==> config.mk <==
export PLATFORM = sky130hd
export DESIGN_NAME = trap_ctrl_unit
export DESIGN_NICKNAME = d
export VERILOG_FILES = /design/src/rtl/trap_pkg.sv /design/src/rtl/trap_prio.sv /design/src/rtl/trap_timer.sv /design/src/rtl/trap_vector.sv /design/src/rtl/trap_ctrl_unit.sv
export SDC_FILE = /design/constraint.sdc
export NUM_CORES = 1
export LEC_CHECK = 0
export ABC_AREA = 1
export BUFFER_PORTS_ARGS = -buffer_cell sky130_fd_sc_hd__buf_2
export CAP_MARGIN = 40
export CORE_AREA = 2 2 133 135
export DETAILED_ROUTE_END_ITERATION = 10
export DIE_AREA = 0 0 135 137
export HOLD_SLACK_MARGIN = 0.08
export PLACE_DENSITY = 0.77
export SLEW_MARGIN = 20
export SYNTH_ARGS = -nofsm -noshare
export SYNTH_HDL_FRONTEND = slang
export SYNTH_SLANG_ARGS = --single-unit
==> constraint.sdc <==
create_clock -name clk -period 2.35 [get_ports clk]
set_input_delay 0.47 -clock clk [delete_from_list [all_inputs] [get_ports clk]]
set_output_delay 0.47 -clock clk [all_outputs]
set_load 0.05 [all_outputs]
==> src/rtl/trap_pkg.sv <==
package trap_pkg;
  localparam int unsigned N_SRC      = 5;
  localparam int unsigned SLOT_W     = $clog2(N_SRC);
  localparam int unsigned CODE_W     = 5;
  localparam int unsigned CODE_LSB   = 2;
  localparam int unsigned N_INTERNAL = 3;

  localparam int unsigned IDX_BADADDR = 8;
  localparam int unsigned IDX_COUNT   = 9;
  localparam int unsigned IDX_COMPARE = 11;
  localparam int unsigned IDX_STATUS  = 12;
  localparam int unsigned IDX_CAUSE   = 13;
  localparam int unsigned IDX_EPC     = 14;

  typedef enum logic [SLOT_W-1:0] {
    SRC_UNDEF = 3'd0,
    SRC_OVF   = 3'd1,
    SRC_SYS   = 3'd2,
    SRC_EXT   = 3'd3,
    SRC_TMR   = 3'd4
  } src_e;

  function automatic logic [CODE_W-1:0] cause_code(input logic [SLOT_W-1:0] s);
    case (src_e'(s))
      SRC_UNDEF: cause_code = 5'd10;
      SRC_OVF:   cause_code = 5'd12;
      SRC_SYS:   cause_code = 5'd8;
      SRC_EXT:   cause_code = 5'd0;
      default:   cause_code = 5'd7;
    endcase
  endfunction

  function automatic logic is_internal(input logic [SLOT_W-1:0] s);
    return 32'(s) < N_INTERNAL;
  endfunction
endpackage

==> src/rtl/trap_prio.sv <==
module trap_prio #(
  parameter int unsigned N  = 5,
  parameter int unsigned SW = 3
) (
  input  logic [N-1:0]  req,
  output logic          take,
  output logic [SW-1:0] slot
);
  function automatic logic [SW-1:0] first_index(input logic [N-1:0] v);
    logic [SW-1:0] r;
    r = '0;
    for (int i = N - 1; i >= 0; i--) begin
      if (v[i]) r = SW'(i);
    end
    return r;
  endfunction

  always_comb begin
    take = |req;
    slot = first_index(req);
  end
endmodule

==> src/rtl/trap_timer.sv <==
module trap_timer #(
  parameter int unsigned W = 32
) (
  input  logic         clk,
  input  logic         rst_n,
  input  logic         cnt_wr,
  input  logic         cmp_wr,
  input  logic [W-1:0] wdata,
  output logic [W-1:0] cnt_q,
  output logic [W-1:0] cmp_q,
  output logic         pend_q
);
  logic match;
  assign match = (cnt_q == cmp_q);

  always_ff @(posedge clk) begin
    if (!rst_n) begin
      cnt_q  <= '0;
      cmp_q  <= '1;
      pend_q <= 1'b0;
    end else begin
      cnt_q <= cnt_wr ? wdata : cnt_q + W'(1);
      if (cmp_wr) cmp_q <= wdata;
      if (cmp_wr)     pend_q <= 1'b0;
      else if (match) pend_q <= 1'b1;
    end
  end
endmodule

==> src/rtl/trap_vector.sv <==
module trap_vector #(
  parameter int unsigned W         = 32,
  parameter int unsigned SW        = 3,
  parameter logic [W-1:0] BASE      = 32'h8000_0000,
  parameter logic [W-1:0] FIXED_OFF = 32'h0000_0180,
  parameter int unsigned STRIDE_LG = 5
) (
  input  logic          vec_en,
  input  logic [SW-1:0] slot,
  output logic [W-1:0]  target
);
  function automatic logic [W-1:0] entry_of(input logic [SW-1:0] s);
    return BASE + (W'(s) << STRIDE_LG);
  endfunction

  always_comb begin
    target = vec_en ? entry_of(slot) : (BASE + FIXED_OFF);
  end
endmodule

==> src/rtl/trap_ctrl_unit.sv <==
module trap_ctrl_unit #(
  parameter int unsigned XLEN      = 32,
  parameter int unsigned IDX_W     = 5,
  parameter logic [XLEN-1:0] BASE      = 32'h8000_0000,
  parameter logic [XLEN-1:0] FIXED_OFF = 32'h0000_0180,
  parameter int unsigned STRIDE_LG = 5
) (
  input  logic            clk,
  input  logic            rst_n,
  input  logic            req_undef,
  input  logic            req_ovf,
  input  logic            req_sys,
  input  logic            irq_ext,
  input  logic [XLEN-1:0] fault_pc,
  input  logic [XLEN-1:0] fault_addr,
  input  logic            eret,
  input  logic [IDX_W-1:0] reg_idx,
  input  logic            reg_wr,
  input  logic [XLEN-1:0] reg_wdata,
  output logic [XLEN-1:0] reg_rdata,
  output logic            redirect,
  output logic [XLEN-1:0] redirect_pc
);
  import trap_pkg::*;

  localparam int unsigned PAD_W = XLEN - CODE_W - CODE_LSB;

  logic [XLEN-1:0]   epc_q, cause_q, badaddr_q;
  logic              exl_q, vec_q;
  logic [XLEN-1:0]   cnt_q, cmp_q;
  logic              tmr_pend;
  logic [N_SRC-1:0]  req_vec;
  logic              take_evt, eret_evt;
  logic [SLOT_W-1:0] take_slot;
  logic [XLEN-1:0]   vec_target;
  logic              cnt_wr, cmp_wr, status_wr, epc_wr;

  assign cnt_wr    = reg_wr && (reg_idx == IDX_W'(IDX_COUNT));
  assign cmp_wr    = reg_wr && (reg_idx == IDX_W'(IDX_COMPARE));
  assign status_wr = reg_wr && (reg_idx == IDX_W'(IDX_STATUS));
  assign epc_wr    = reg_wr && (reg_idx == IDX_W'(IDX_EPC));

  // Slot order is the priority order: lowest index wins.
  assign req_vec[SRC_UNDEF] = req_undef;
  assign req_vec[SRC_OVF]   = req_ovf;
  assign req_vec[SRC_SYS]   = req_sys;
  assign req_vec[SRC_EXT]   = irq_ext  & ~exl_q;
  assign req_vec[SRC_TMR]   = tmr_pend & ~exl_q;

  trap_prio #(.N(N_SRC), .SW(SLOT_W)) u_prio (
    .req  (req_vec),
    .take (take_evt),
    .slot (take_slot)
  );

  trap_timer #(.W(XLEN)) u_timer (
    .clk    (clk),
    .rst_n  (rst_n),
    .cnt_wr (cnt_wr),
    .cmp_wr (cmp_wr),
    .wdata  (reg_wdata),
    .cnt_q  (cnt_q),
    .cmp_q  (cmp_q),
    .pend_q (tmr_pend)
  );

  trap_vector #(
    .W(XLEN), .SW(SLOT_W), .BASE(BASE), .FIXED_OFF(FIXED_OFF), .STRIDE_LG(STRIDE_LG)
  ) u_vector (
    .vec_en (vec_q),
    .slot   (take_slot),
    .target (vec_target)
  );

  assign eret_evt    = eret & ~take_evt;
  assign redirect    = take_evt | eret_evt;
  assign redirect_pc = take_evt ? vec_target : epc_q;

  always_ff @(posedge clk) begin
    if (!rst_n) begin
      epc_q     <= '0;
      cause_q   <= '0;
      badaddr_q <= '0;
      exl_q     <= 1'b0;
      vec_q     <= 1'b0;
    end else begin
      if (take_evt)    epc_q <= fault_pc;
      else if (epc_wr) epc_q <= reg_wdata;

      if (take_evt) cause_q <= {{PAD_W{1'b0}}, cause_code(take_slot), {CODE_LSB{1'b0}}};

      if (take_evt && is_internal(take_slot)) badaddr_q <= fault_addr;

      if (take_evt)       exl_q <= 1'b1;
      else if (eret_evt)  exl_q <= 1'b0;
      else if (status_wr) exl_q <= reg_wdata[0];

      if (status_wr) vec_q <= reg_wdata[1];
    end
  end

  always_comb begin
    reg_rdata = '0;
    case (32'(reg_idx))
      IDX_BADADDR: reg_rdata = badaddr_q;
      IDX_COUNT:   reg_rdata = cnt_q;
      IDX_COMPARE: reg_rdata = cmp_q;
      IDX_STATUS:  reg_rdata = {{(XLEN-2){1'b0}}, vec_q, exl_q};
      IDX_CAUSE:   reg_rdata = cause_q;
      IDX_EPC:     reg_rdata = epc_q;
      default:     reg_rdata = '0;
    endcase
  end
endmodule

==> metrics <==
Worst path depth=8; CP bufs+invs=4; Fillers=1628; YS warnings=0; Hold WC Path Type=in -> reg; die footprint=about 0.018 mm^2; max-cap violations=0; Post-Synthesis Cells=roughly 1100; Mapped Nets=1247; hold buffers post-CTS=0; sequential area share after synthesis=0.3598; post-CTS setup buffers=0; core footprint=~0.017 mm^2; most common cell in the netlist=nand2_1; R2R Setup Slk=0.52 ns; Switch Pwr=roughly 1.6 mW; design area=0.009706 mm^2; Setup Skew=0.007627 ns; maximum vdd ir drop=502.8 uV; vias=8294; clock latency at the later pin of the worst-skew pair=around 0.42 ns; combinational share of power=0.115; CP max stage delay=between 0.3 and 0.4 ns; top post-synthesis cells by count=nand2_1, inv_1, dfxtp_1, nor2_1, a21oi_1; Worst EP required=1.88 ns; Final Core Density=0.5690; Starting Density=0.4404; Crit path top cell by count=nor2_2; Final Cycle Share=0.9807; Final Max Slew Viols=0; Clock Path Buffers=2; final std cells w/o fill=1534; Post-synth top flop=dfxtp_1; clock net sink count=135; CTS root buffer=clkbuf_16; RSZ-0062 raised after global routing=true; final setup fails=0; Critical Path Sink Type=output port; gr ovfl total=0; DP Area=approximately 0.0088 mm^2; share of the synthesized area in the top cell type=0.3598; Achievable Freq=433.9 MHz; first-pass GRT wire length=39.73 mm; clock slew at reported path FFs=0.06 ns; post-synth cell types=38; pwr/cell area=648.0 mW/mm^2; outcome=completed; H-tree depth=4; CTS Buf Count=17; Global Route Usage Sum=0.2793; DR WL/cell=around 17 um; cell row count=48; dpl hpwl=roughly 19 mm; Syn Std Cell Area=0.007511 mm^2; CP max stage cell=dfxtp_4; family with the most delay on the worst path=buffers and inverters; Synth async-reset ratio=0; Switching Share=0.2542; initial antenna violation count=0; die height=137 um; Clock power frac=0.489; vias in the first global route=7426; Int Pwr=4.690 mW; Post-synth EDFFs=0; mean number of vias per cell=5.407; Fin. Hold Viols=0; Rel. slew slack=0.5325; io pins=174; ANT cells=0; Cells after DPL=between 1500 and 2000; post-synthesis register bit count=135; fin crit period=2.305 ns; Remaining DRCs=0; top cell type by total area after synthesis=dfxtp_1; Worst Hold Depth=3; syn_area_per_cell=6.606 um^2; total routed wirelength=26.23 mm; Pleak=~4.5 nW; Die Width=135 um; drt first pass iters=5; layout cell share with drive strength beyond 1=0.2231; FF-to-FF path depth=7; gpl congestion=1.022; post-layout net count=1407; Area contributors post-synth=dfxtp_1, nand2_1, inv_1; CTS tree=yes; Buffers on Ports=173; crit path cell chain=nor2_2 > nor2_2 > inv_2 > nor2_4 > inv_6 > buf_12 > nor2_1 > buf_4; slew at the pin closest to its max-slew limit=between 0.7 and 0.8 ns; pin count of the biggest net entering global routing=68; Layout area overhead=29.22%; 1st-iter DRT viols=approximately 700; Startpoint Class=flop; Min Hold Slack=roughly 0.29 ns; WP data arrival=1.83 ns; DRT antenna net count=0; critical path fanouts, max=20; Reg power frac=0.396; CP Class=reg -> out
==> flip-flops by register name, summed over array words and instances, names as in the netlist <==
name / flops
exl_q: 1
cause_q: 4
u_timer.cmp_q: 32
u_timer.pend_q: 1
badaddr_q: 32
u_timer.cnt_q: 32
vec_q: 1
epc_q: 32
==> per-stage QoR <==
stage               setup WS (ns)   TNS [ns]  total power [mW]
global route             -0.03588    -0.1026             6.498
detailed placement       -0.02576   -0.05806             3.219
CTS                      0.008711          0             6.270
finish                    0.04529          0             6.289
global placement        -0.003016  -0.007374             3.212
floorplan                 -0.1612     -3.458             2.934
==> worst min-delay path, cell delays in order <==
cell,delay [ns]
buf_2,0.09
a21oi_1,0.05
nor2_1,0.07
==> path summary, 6_finish.rpt <==
kind                    startpoint                end
setup reg to reg  u_timer.cnt_q[3]  u_timer.cnt_q[18]
setup / recovery             exl_q    redirect_pc[30]
hold / removal       reg_wdata[25]          epc_q[25]
hold reg to reg      badaddr_q[13]      badaddr_q[13]
==> area by class of cell <==
cell class,instances,area (um^2),area share
multi-input combinational,773,4025,0.4147
sequential,135,2706,0.2788
timing repair buffer,204,1385,0.1427
inverter,166,631.9,0.06510
clock buffer,19,452.9,0.04667
tap,225,281.5,0.02901
clock inverter,12,222.7,0.02295
==> cell usage in the layout, fill, tap and decap left out, types with 2 or more instances in the layout <==
cell type | netlist | layout
o21ai_1 | 3 | 5
clkinvlp_4 | 0 | 2
a22oi_1 | 25 | 24
nor3_1 | 8 | 8
xnor2_1 | 23 | 23
nand2_1 | 257 | 257
clkinv_2 | 1 | 3
o221ai_2 | 0 | 20
o21ai_0 | 88 | 85
clkbuf_16 | 0 | 18
a21oi_1 | 102 | 102
inv_2 | 4 | 3
xor2_1 | 12 | 12
clkbuf_8 | 0 | 2
inv_6 | 0 | 2
dfxtp_1 | 135 | 134
nand3_1 | 46 | 46
inv_1 | 161 | 160
buf_6 | 4 | 17
buf_12 | 0 | 8
nor2_1 | 118 | 104
clkbuf_4 | 0 | 15
o22ai_1 | 7 | 7
bufinv_16 | 0 | 6
o221ai_1 | 22 | 2
nor2_2 | 5 | 19
or2_2 | 2 | 2
nand4_1 | 5 | 5
o211ai_1 | 37 | 37
buf_4 | 8 | 32
buf_2 | 22 | 131
nor2_4 | 2 | 2
==> kinds of logic (layout without fill, tap and decap cells) <==
family | Yosys count | in the layout | synth area share
compound gates | 288 | 288 | 0.2276
buf+inv | 229 | 401 | 0.1268
xor+xnor | 35 | 35 | 0.04081
fa+ha+maj | 1 | 1 | 0.001666
simple gates | 449 | 449 | 0.2434
flops | 135 | 135 | 0.3598
==> metal layers <==
layer,GRT usage,vias up,wire (um)
met5,0,-,0
met2,0.3880,414,10800
met3,0.07370,47,2756
met4,0.09838,0,613
li1,-,4029,-
met1,0.4124,3804,12060
==> power by group through the flow <==
| stage | combinational (mW) | sequential (mW) | clock [mW] |
|---|---|---|---|
| 5_1_grt | 0.794 | 2.50 | 3.20 |
| 4_1_cts | 0.695 | 2.48 | 3.09 |
| 6_report | 0.722 | 2.49 | 3.08 |
| 2_1_floorplan | 0.448 | 2.49 | 0 |
| 3_5_place_dp | 0.685 | 2.53 | 0 |
| 3_3_place_gp | 0.677 | 2.54 | 0 |
==> what timing repair did <==
item,in CTS,in global routing
endpoints found under the setup margin,33,58
gates cloned,0,1
resized for setup,27,56
Note: power is estimated with default switching activity, not from simulation.
